--- config.mk ---
export PLATFORM = sky130hd
export DESIGN_NAME = rom_size_detect
export DESIGN_NICKNAME = d
export VERILOG_FILES = /design/src/rtl/rsd_pkg.sv /design/src/rtl/rsd_dpath.sv /design/src/rtl/rsd_ctrl.sv /design/src/rtl/rom_size_detect.sv
export SDC_FILE = /design/constraint.sdc
export NUM_CORES = 1
export LEC_CHECK = 0
export BUFFER_PORTS_ARGS = -buffer_cell sky130_fd_sc_hd__buf_2
export CAP_MARGIN = 20
export CORE_UTILIZATION = 35
export DETAILED_ROUTE_END_ITERATION = 8
export HOLD_SLACK_MARGIN = 0.03
export SLEW_MARGIN = 30
export SYNTH_ARGS = -nofsm -noshare
export SYNTH_HDL_FRONTEND = slang
export SYNTH_SLANG_ARGS = --single-unit
--- constraint.sdc ---
create_clock -name clk -period 2.5 [get_ports clk]
set_input_delay 0 -clock clk [delete_from_list [all_inputs] [get_ports clk]]
set_output_delay 0 -clock clk [all_outputs]
set_load 0.01 [all_outputs]
--- src/rtl/rsd_pkg.sv ---
package rsd_pkg;

  typedef enum logic [1:0] {
    SIZE_1M = 2'd0,
    SIZE_2M = 2'd1,
    SIZE_4M = 2'd2
  } sizeCode_e;

  typedef enum logic [1:0] {
    SEL_BASE = 2'd0,
    SEL_LOW  = 2'd1,
    SEL_HIGH = 2'd2
  } rdSel_e;

  // strobes from control to datapath
  typedef struct packed {
    logic   clearAll;
    logic   captureBase;
    logic   cmpLow;
    logic   cmpHigh;
    logic   stepOffset;
    logic   latchSize;
    rdSel_e rdSel;
  } ctrlStrobe_t;

  // status from datapath to control
  typedef struct packed {
    logic lowAlive;
    logic highAlive;
    logic windowEnd;
  } dpStatus_t;

endpackage

--- src/rtl/rsd_dpath.sv ---
module rsd_dpath
  import rsd_pkg::*;
#(
  parameter int unsigned ADDR_W      = 22,
  parameter int unsigned DATA_W      = 8,
  parameter int unsigned WINDOW      = 64,
  parameter int unsigned LOW_MIRROR  = 32'h0010_0000,
  parameter int unsigned HIGH_MIRROR = 32'h0020_0000
) (
  input  logic              clk,
  input  logic              rstN,
  input  ctrlStrobe_t       strobe,
  input  logic [DATA_W-1:0] rdData,
  output dpStatus_t         status,
  output logic [ADDR_W-1:0] rdAddr,
  output sizeCode_e         sizeCode
);

  localparam int unsigned CNT_W = $clog2(WINDOW + 1);
  localparam logic [CNT_W-1:0] WIN_END = CNT_W'(WINDOW);

  logic [CNT_W-1:0]  offset;
  logic [CNT_W-1:0]  lowCnt;
  logic [CNT_W-1:0]  highCnt;
  logic [DATA_W-1:0] baseByte;
  sizeCode_e         sizeReg;
  logic              byteMatch;

  assign byteMatch = (rdData == baseByte);

  always_ff @(posedge clk) begin
    if (!rstN) begin
      offset   <= '0;
      lowCnt   <= '0;
      highCnt  <= '0;
      baseByte <= '0;
      sizeReg  <= SIZE_4M;
    end else begin
      if (strobe.clearAll) begin
        offset  <= '0;
        lowCnt  <= '0;
        highCnt <= '0;
      end
      if (strobe.captureBase) baseByte <= rdData;
      if (strobe.cmpLow && byteMatch) lowCnt <= lowCnt + CNT_W'(1);
      if (strobe.cmpHigh && byteMatch) highCnt <= highCnt + CNT_W'(1);
      if (strobe.stepOffset) offset <= offset + CNT_W'(1);
      if (strobe.latchSize) begin
        if (lowCnt == WIN_END)       sizeReg <= SIZE_1M;
        else if (highCnt == WIN_END) sizeReg <= SIZE_2M;
        else                         sizeReg <= SIZE_4M;
      end
    end
  end

  // a candidate is alive while its match count keeps pace with the offset
  assign status.lowAlive  = (lowCnt == offset);
  assign status.highAlive = (highCnt == offset);
  assign status.windowEnd = (offset == WIN_END);

  logic [ADDR_W-1:0] offExt;
  assign offExt = ADDR_W'(offset);

  always_comb begin
    unique case (strobe.rdSel)
      SEL_LOW:  rdAddr = offExt + ADDR_W'(LOW_MIRROR);
      SEL_HIGH: rdAddr = offExt + ADDR_W'(HIGH_MIRROR);
      default:  rdAddr = offExt;
    endcase
  end

  assign sizeCode = sizeReg;

endmodule

--- src/rtl/rsd_ctrl.sv ---
module rsd_ctrl
  import rsd_pkg::*;
(
  input  logic        clk,
  input  logic        rstN,
  input  logic        start,
  input  logic        rdAck,
  input  dpStatus_t   status,
  output ctrlStrobe_t strobe,
  output logic        rdReq,
  output logic        done
);

  typedef enum logic [2:0] {
    ST_IDLE, ST_CHECK, ST_RD_BASE, ST_RD_LOW, ST_RD_HIGH, ST_DONE
  } state_e;

  state_e state, nextState;

  always_ff @(posedge clk) begin
    if (!rstN) state <= ST_IDLE;
    else       state <= nextState;
  end

  always_comb begin
    nextState = state;
    strobe    = '0;
    strobe.rdSel = SEL_BASE;
    unique case (state)
      ST_IDLE, ST_DONE: begin
        if (start) begin
          strobe.clearAll = 1'b1;
          nextState = ST_CHECK;
        end
      end
      ST_CHECK: begin
        if (status.windowEnd || (!status.lowAlive && !status.highAlive)) begin
          strobe.latchSize = 1'b1;
          nextState = ST_DONE;
        end else begin
          nextState = ST_RD_BASE;
        end
      end
      ST_RD_BASE: begin
        strobe.rdSel = SEL_BASE;
        if (rdAck) begin
          strobe.captureBase = 1'b1;
          nextState = status.lowAlive ? ST_RD_LOW : ST_RD_HIGH;
        end
      end
      ST_RD_LOW: begin
        strobe.rdSel = SEL_LOW;
        if (rdAck) begin
          strobe.cmpLow = 1'b1;
          if (status.highAlive) begin
            nextState = ST_RD_HIGH;
          end else begin
            strobe.stepOffset = 1'b1;
            nextState = ST_CHECK;
          end
        end
      end
      ST_RD_HIGH: begin
        strobe.rdSel = SEL_HIGH;
        if (rdAck) begin
          strobe.cmpHigh    = 1'b1;
          strobe.stepOffset = 1'b1;
          nextState = ST_CHECK;
        end
      end
      default: nextState = ST_IDLE;
    endcase
  end

  assign rdReq = (state == ST_RD_BASE) || (state == ST_RD_LOW) || (state == ST_RD_HIGH);
  assign done  = (state == ST_DONE);

endmodule

--- src/rtl/rom_size_detect.sv ---
module rom_size_detect
  import rsd_pkg::*;
#(
  parameter int unsigned ADDR_W      = 22,
  parameter int unsigned DATA_W      = 8,
  parameter int unsigned WINDOW      = 64,
  parameter int unsigned LOW_MIRROR  = 32'h0010_0000,
  parameter int unsigned HIGH_MIRROR = 32'h0020_0000
) (
  input  logic              clk,
  input  logic              rstN,
  input  logic              start,
  output logic              rdReq,
  output logic [ADDR_W-1:0] rdAddr,
  input  logic              rdAck,
  input  logic [DATA_W-1:0] rdData,
  output logic              done,
  output logic [1:0]        sizeCode
);

  ctrlStrobe_t strobe;
  dpStatus_t   status;
  sizeCode_e   sizeEnum;

  rsd_ctrl u_ctrl (
    .clk    (clk),
    .rstN   (rstN),
    .start  (start),
    .rdAck  (rdAck),
    .status (status),
    .strobe (strobe),
    .rdReq  (rdReq),
    .done   (done)
  );

  rsd_dpath #(
    .ADDR_W      (ADDR_W),
    .DATA_W      (DATA_W),
    .WINDOW      (WINDOW),
    .LOW_MIRROR  (LOW_MIRROR),
    .HIGH_MIRROR (HIGH_MIRROR)
  ) u_dpath (
    .clk      (clk),
    .rstN     (rstN),
    .strobe   (strobe),
    .rdData   (rdData),
    .status   (status),
    .rdAddr   (rdAddr),
    .sizeCode (sizeEnum)
  );

  assign sizeCode = sizeEnum;

endmodule

After elaboration in Yosys (flattened, before gate mapping). Index checks and enable logic that the tools add are counted.

Mux-type cells: 28. Equal/unequal tests: 17. Reductions and logical operators: 14. Add/subtract/negate cells: 5.

Operator list (number): $pmux W22 S2 (1); $mux W7 (4); $add A7 B21 Y22 const B (1); $add A7 B22 Y22 const B (1); $add A7 B1 Y7 const B (3); $eq A7 B7 Y1 const B (3); $mux W3 (7); $pmux W3 S5 (1); $eq A7 B7 Y1 (2); $mux W1 (10); $eq A8 B8 Y1 (1); $ne A2 B2 Y1 const B (4); $eq A3 B2 Y1 const B (2); $eq A3 B3 Y1 const B (2); $mux W2 (3); $reduce_bool A2 Y1 (3); $pmux W2 S2 (1); $reduce_and A4 Y1 (1); $eq A3 B1 Y1 const B (1); $logic_and A1 B1 Y1 (3); $logic_not A3 Y1 (1); $logic_or A1 B1 Y1 (3); $eq A2 B1 Y1 const B (1); $eq A2 B2 Y1 const B (1); other kinds (3) (4).

Input bits: 12. Logic and storage cells: 70. Bits in registers: 34.

Longest topological paths before layout. Gate-level depths: netlist of run 1.

Depth after elaboration: 6. Gate-level depth with buffers: 7. Depth with buffers taken out: 6.

Hierarchy. From an unflattened synthesis of run 1, not the netlist that was laid out.

Cell total of the unflattened synthesis: 299. Area total of the unflattened synthesis: 2501.1 µm².

By module, submodules not included: rsd_dpath (cells an instance 251, instances 1, area an instance 2153.3 µm²); rsd_ctrl (cells an instance 48, instances 1, area an instance 347.8 µm²).

Least setup slack after synthesis of run 1. No wires, ideal clock.

Kind: reg-to-reg. Start: register u_dpath.offset[1]. End: register u_dpath.sizeReg[0] (netlist: u_dpath.sizeCode[0]). Arrival: 1.804 ns. Period minus slack after synthesis: 1.874 ns. Required time: 2.430 ns. Setup slack: 0.626 ns. Path buffers: 1. Library setup time: 0.070 ns. Cell stages (with the launch flop): 8. Cell sequence: dfxtp_1 -> buf_2 -> xor2_1 -> nor4_2 -> and2_4 -> o21a_4 -> or4b_1 -> a21boi_1.

Longest elaborated chain between the ends: 6.

Ends and longest elaborated chain: start: declaration (line rsd_dpath.sv:22) `logic [CNT_W-1:0] offset;`; start signal: assignment (line rsd_dpath.sv:47) `if (strobe.stepOffset) offset <= offset + CNT_W'(1);`; $eq A7 B7 Y1 (on tied branches) (line rsd_dpath.sv:57, rsd_dpath.sv:58); $logic_not A1 Y1 (line rsd_ctrl.sv:37) `if (status.windowEnd || (!status.lowAlive && !status.highAlive)) begin`; $logic_and A1 B1 Y1 (line rsd_ctrl.sv:37); $logic_or A1 B1 Y1 * (line rsd_ctrl.sv:37); $mux W1 * (line rsd_ctrl.sv:37); $mux W1 * (line rsd_ctrl.sv:29) `unique case (state)`; end signal: assignment (line rsd_dpath.sv:49) `if (lowCnt == WIN_END) sizeReg <= SIZE_1M;`; end signal: assignment (line rsd_dpath.sv:50) `else if (highCnt == WIN_END) sizeReg <= SIZE_2M;`; end signal: assignment (line rsd_dpath.sv:51) `else sizeReg <= SIZE_4M;`; end: declaration (line rsd_dpath.sv:26) `sizeCode_e sizeReg;`.

Every way passes the cells marked *; elsewhere a longest branch is shown, timed or not. A chain may end at the register's enable or synchronous reset.

Final worst setup path of run 1.
Start: register u_dpath.offset[5]. End: register u_dpath.offset[2].

Longest elaborated chain between the ends: 5.

Ends and longest elaborated chain: $eq A7 B7 Y1 * (line rsd_dpath.sv:58) `assign status.highAlive = (highCnt == offset);`; $mux W1 * (line rsd_ctrl.sv:55) `if (status.highAlive) begin`; $mux W1 * (line rsd_ctrl.sv:53) `if (rdAck) begin`; $pmux W1 S2 * (line rsd_ctrl.sv:29); $mux W7 / $reduce_bool A2 Y1 (equally long branches).

Marked as above.

==> results.toml, run 1 <==
[sta]
clock_skew_ns = 0.004897
layout_min_cycle_time_ns = 2.100
setup_viol = 0
hold_viol = 0
rsz0062_at_grt = "no"
maxSlewHeadroom_pct = 64.59
hold_ws_ns = 0.1198
min_period_over_period_pct = 84.00
fin_setup_tns_ns = 0
tightest_slew_ns = 0.5312
maxSlewViolCount = 0
fmax_mhz = 476.2

[synthesis]
synth_area_mm2 = 0.002186
ys_ff_latch = 34
synth_cells = 264
ys.flop_type = "dfxtp_1"
syn_area_per_cell_um2 = 8.280
synth_seq_area_share_pct = 31.14
async_flop_share_pct = 0
synth-warning-count = 0
synth_edf_count = 0
ys_types = 52

[critical_path]
critPathKind = "reg2reg"
crit_start = "u_dpath.offset[5]$_SDFFE_PN0P_"
reg2reg_slack_ns = 0.40
worstSetupEndpointType = "flop"
cp-start-kind = "flop"
path_max_fanout = 9
cp.arrival_ns = 2.28
r2r_start = "u_dpath.offset[5]$_SDFFE_PN0P_"
r2r_cells = 6
r2r_end = "u_dpath.offset[2]$_SDFFE_PN0P_"
crit_required_ns = 2.68

[worst_hold_path]
hold_depth = 2
min_path_type = "in2reg"
min_from = "rstN"
whs_endpoint = "u_dpath.sizeCode[1]$_SDFFE_PN1P_"

[placed_design]
gp_congestion = 0.7535
port_buffers = 24
hpwlAfterDp_um = 3176

[floorplanning]
die_w_um = 81.03
die_height_um = 81.03
rows = 28
coreArea_mm2 = 0.005956
dieArea_mm2 = 0.006565
start_util_pct = 36.70
io_pins = 38

[pwr]
ir_worst_vdd_uv = 276.1
cellPowerDensity_mw_per_mm2 = 582.3
leakagePower_nw = 1.037

[finish]
multi_input_area_mm2 = 0.001334
fill_cells = 636
register_area_um2 = 680.7
final_nets = 305
drive_gt1_share_pct = 16.08
final_cell_mix = "dfxtp_1 (34), nand2_1 (29), buf_2 (24)"
final_common_cell = "dfxtp_1"
num_antenna_cells = 0
syn_to_final_growth_pct = 11.96

[cts]
clk_pin_slew_worst_paths_ns = 0.07
cts_sinks = 34
cts_root_buffer = "clkbuf_8"
cts_buffers = 5
htreeDepth = 2
clock_latency_ns = 0.28
cts_tree = "yes"
ctsResizeCount = 0
clockBufferDepth = 2

[detailed_routing]
vias_per_cell = 4.970
drt-initial-drc-count = 128
vias = 1794
drc = 0
wl_um = 4481
ant_nets = 0
first_pass_iters = 4
post_drt_wl_per_cell_um = 12.41

[grt]
antenna_found_initial = 0
grt_pass1_vias = 1579
gr-total-overflow = 0
grt_pass1_wl_um = 7362
grt_max_degree = 23
grt_usage_pct = 14.75

[flow_run]
drv_cap = 0

[run_status]
outcome = "finished clean"
==> power breakdown <==
group	leakage, nW	switching (W)	internal (W)	total [W]
combinational	0.720	0.000225	0.000167	0.000391
sequential	0.275	0.0000569	0.000573	0.000630
clock	0.0431	0.000191	0.000212	0.000403
total	1.04	0.000473	0.000953	0.00143
==> critical path, cell delays in order, from the launching register on <==
cell	delay (ns)
dfxtp_1	0.50
xor2_1	0.12
nor4_2	0.44
a21boi_1	0.16
o211ai_2	0.39
nor3b_1	0.10
a211o_1	0.27
==> flip-flops by register name, summed over array words and instances (netlist names) <==
| name | cells |
|---|---|
| u_dpath.sizeCode | 2 |
| u_dpath.offset | 7 |
| u_dpath.lowCnt | 7 |
| u_dpath.baseByte | 8 |
| u_ctrl.state | 3 |
| u_dpath.highCnt | 7 |
==> cell type report <==
class	count	share of cell area [%]
sequential	34	27.81
clock buffer	6	3.374
inverter	9	1.380
timing repair buffer	35	9.100
tap	75	3.834
multi-input combinational	202	54.50
==> Yosys cell counts, types with 2 or more instances <==
master	number	area, um2
nor2b_1	8	50.05
xor2_1	12	105.1
o21ai_0	7	35.03
dfxtp_1	34	680.7
nand3b_1	3	22.52
nor2_1	11	41.29
mux2i_1	8	80.08
nor4_1	3	18.77
buf_2	13	65.06
o2bb2ai_1	2	17.52
inv_2	2	7.510
nand2_1	29	108.9
nor3_1	4	20.02
nor3_2	3	30.03
a211o_1	4	35.03
and3_1	4	25.02
a21boi_1	2	15.01
mux2_2	2	22.52
o211ai_1	3	22.52
clkbuf_1	4	15.01
a21o_1	3	22.52
o21a_1	2	15.01
nor3b_1	4	30.03
xnor2_1	16	140.1
ha_1	6	75.07
nand3_1	21	105.1
inv_1	7	26.28
or3_1	2	12.51
a21oi_1	6	30.03
o22ai_1	2	12.51
buf_4	13	97.59
nand4_1	4	25.02
==> metrics by stage <==
stage               std cells  setup slack [ns]  util [%]  total power [W]  area [um2]
finish                    361            0.3999     41.09         0.001425        2447
global route              361            0.1695     41.09         0.001521        2447
CTS                       361            0.3911     41.09         0.001441        2447
detailed placement        347            0.4043     38.36         0.001024        2285
global placement          347            0.3884     38.36         0.001025        2285
floorplan                 276            0.6255         -        0.0009458        2231
==> layer usage <==
layer | share of wire [%] | GRT usage [%]
met5 | 0 | 0
met4 | 1.6 | 5.357
met3 | 3.7 | 3.708
met2 | 44 | 22.18
met1 | 51 | 20.19
==> timing repair <==
| item | 4_1_cts | 5_1_grt |
|---|---|---|
| setup buffers | 0 | 0 |
| endpoints found under the hold margin | 8 | 0 |
| endpoints found under the setup margin | 0 | 0 |
| hold buffers | 8 | 0 |
==> logic make-up (layout without fill, tap and decap cells) <==
group | after synthesis | after routing | synth area share (%)
adders and majority gates | 6 | 6 | 3.434
and+or+nand+nor | 103 | 103 | 25.19
DFF | 34 | 34 | 31.14
other | 1 | 13 | 0.1716
AOI/OAI and AO/OA | 42 | 42 | 14.25
xor gates and xnor gates | 28 | 28 | 11.22
muxes | 10 | 10 | 4.694
buffers and inverters | 40 | 50 | 9.902
==> how the worst max path moves through the flow <==
stage / end / slack [ns] / cells after the start
detailed placement: u_dpath.offset[5]$_SDFFE_PN0P_ / 0.40 / 6
global route: u_dpath.offset[2]$_SDFFE_PN0P_ / 0.17 / 6
finish: u_dpath.offset[2]$_SDFFE_PN0P_ / 0.40 / 6
global placement: u_dpath.offset[2]$_SDFFE_PN0P_ / 0.39 / 6
CTS: u_dpath.offset[2]$_SDFFE_PN0P_ / 0.39 / 6
floorplan: u_dpath.sizeCode[0]$_SDFFE_PN0P_ / 0.63 / 7
Note: power is estimated with default switching activity, not from simulation.
==> inputs of run 2 (changes only) <==
- clock period: 2.5 -> 2 ns (I/O delays scaled with it)
==> results.toml, run 2 (synthesis results as in run 1) <==
[detailed_routing]
ant_nets = 0
post_drt_wl_per_cell_um = 12.44
drc = 0
vias = 1878
first_pass_iters = 4
vias_per_cell = 4.903
drt-initial-drc-count = 105
wl_um = 4763

[floorplanning]
die_w_um = 81.03
die_height_um = 81.03
start_util_pct = 36.70
io_pins = 38
coreArea_mm2 = 0.005956
rows = 28
dieArea_mm2 = 0.006565

[sta]
hold_viol = 0
clock_skew_ns = 0.004382
rsz0062_at_grt = "no"
fin_setup_tns_ns = 0
maxSlewViolCount = 0
min_period_over_period_pct = 92.94
layout_min_cycle_time_ns = 1.859
setup_viol = 0
fmax_mhz = 538.0

[grt]
grt_pass1_vias = 1678
grt_max_degree = 23
use_met1_pct = 20.11
grt_busiest_layer = "met2"
gr-total-overflow = 0
antenna_found_initial = 0
grtUsageMet2_pct = 24.87
grt_usage_pct = 15.38
grt_use_met3_pct = 3.258
grt_pass1_wl_um = 7714

[flow_run]
drv_cap = 0

[critical_path]
path_max_fanout = 6
cp.arrival_ns = 2.08
critPathKind = "reg2reg"
cp-start-kind = "flop"
crit_required_ns = 2.22
worstSetupEndpointType = "flop"

[finish]
final_nets = 326
drive_gt1_share_pct = 22.40
largest-register = "u_dpath.baseByte"
largest_reg_flops = 8
final_cell_mix = "dfxtp_1 (32), nand2_1 (29), buf_2 (24), buf_4 (24), nand3_1 (21)"
num_antenna_cells = 0
final_common_cell = "dfxtp_1"
syn_to_final_growth_pct = 19.98

[pwr]
leakagePower_nw = 1.143
finalPower_w = 0.001858
cellPowerDensity_mw_per_mm2 = 708.5
ir_worst_vdd_uv = 359.3

[placed_design]
port_buffers = 24
gp_congestion = 0.7675
hpwlAfterDp_um = 3459

[cts]
postCtsSetupBuffers = 0
cts_tree = "yes"
cts_sinks = 34
cts_buffers = 5
clk_pin_slew_worst_paths_ns = 0.07
clock_latency_ns = 0.29
htreeDepth = 2
clockBufferDepth = 2
cts_root_buffer = "clkbuf_8"

[run_status]
outcome = "finished clean"

[worst_hold_path]
min_path_type = "in2reg"
## run 2: cell types whose count changed in the layout (fill, tap and decap cells not counted), sizes merged
cell	delta
buf	+21
clkbuf	+1
## run 2: final timing paths
kind	from	cells after the start	slack, ns	to
setup reg to reg	u_dpath.offset[2]$_SDFFE_PN0P_	6	0.14	u_dpath.sizeCode[0]$_SDFFE_PN0P_
setup / recovery	u_dpath.offset[2]$_SDFFE_PN0P_	6	0.14	u_dpath.sizeCode[0]$_SDFFE_PN0P_
hold / removal	rstN	2	0.13	u_dpath.sizeCode[1]$_SDFFE_PN1P_
hold reg to reg	u_dpath.sizeCode[0]$_SDFFE_PN0P_	2	0.47	u_dpath.sizeCode[0]$_SDFFE_PN0P_
## run 2: power by group
group	switching [W]	leakage [nW]	internal, W
clock network	0.000243	0.0383	0.000240
registers	0.0000608	0.275	0.000719
logic	0.000325	0.829	0.000271
## run 2: cell type report
cell class	count	area [um2]
clock buffer	7	76.32
fill	623	3333
inverter	9	33.78
multi-input combinational	202	1355
sequential	34	683.2
tap	75	93.84
timing repair buffer	56	380.4
## run 2: timing repair
item	CTS	global route
endpoints found under the setup margin	0	6
gates resized for setup	0	5
endpoints found under the hold margin	8	0
hold buffers	8	0
## run 2: critical path, cell delays in order, from the launching register on
cell,delay [ns]
dfxtp_1,0.45
xor2_1,0.22
nor3_2,0.09
and2_4,0.15
o21a_4,0.23
or4b_1,0.51
a21boi_1,0.14
## run 2: metal layers
| metal | share of wire, % | wire (um) |
|---|---|---|
| met5 | 0 | 0 |
| met3 | 2.8 | 132 |
| met2 | 47 | 2233 |
| met4 | 1.4 | 69 |
| met1 | 49 | 2328 |
## run 2: stage by stage
stage / cell area [um2] / setup slack, ns / std cells / hold slack [ns] / utilization, %
5_1_grt: 2623 / 0.004406 / 383 / 0.1534 / 44.03
3_3_place_gp: 2442 / 0.1572 / 368 / 0.2804 / 41.01
2_1_floorplan: 2231 / 0.1255 / 276 / 0.1698 / -
3_5_place_dp: 2442 / 0.1027 / 368 / 0.2956 / 41.01
4_1_cts: 2599 / 0.09018 / 383 / 0.1134 / 43.63
6_report: 2623 / 0.1412 / 383 / 0.1323 / 44.03
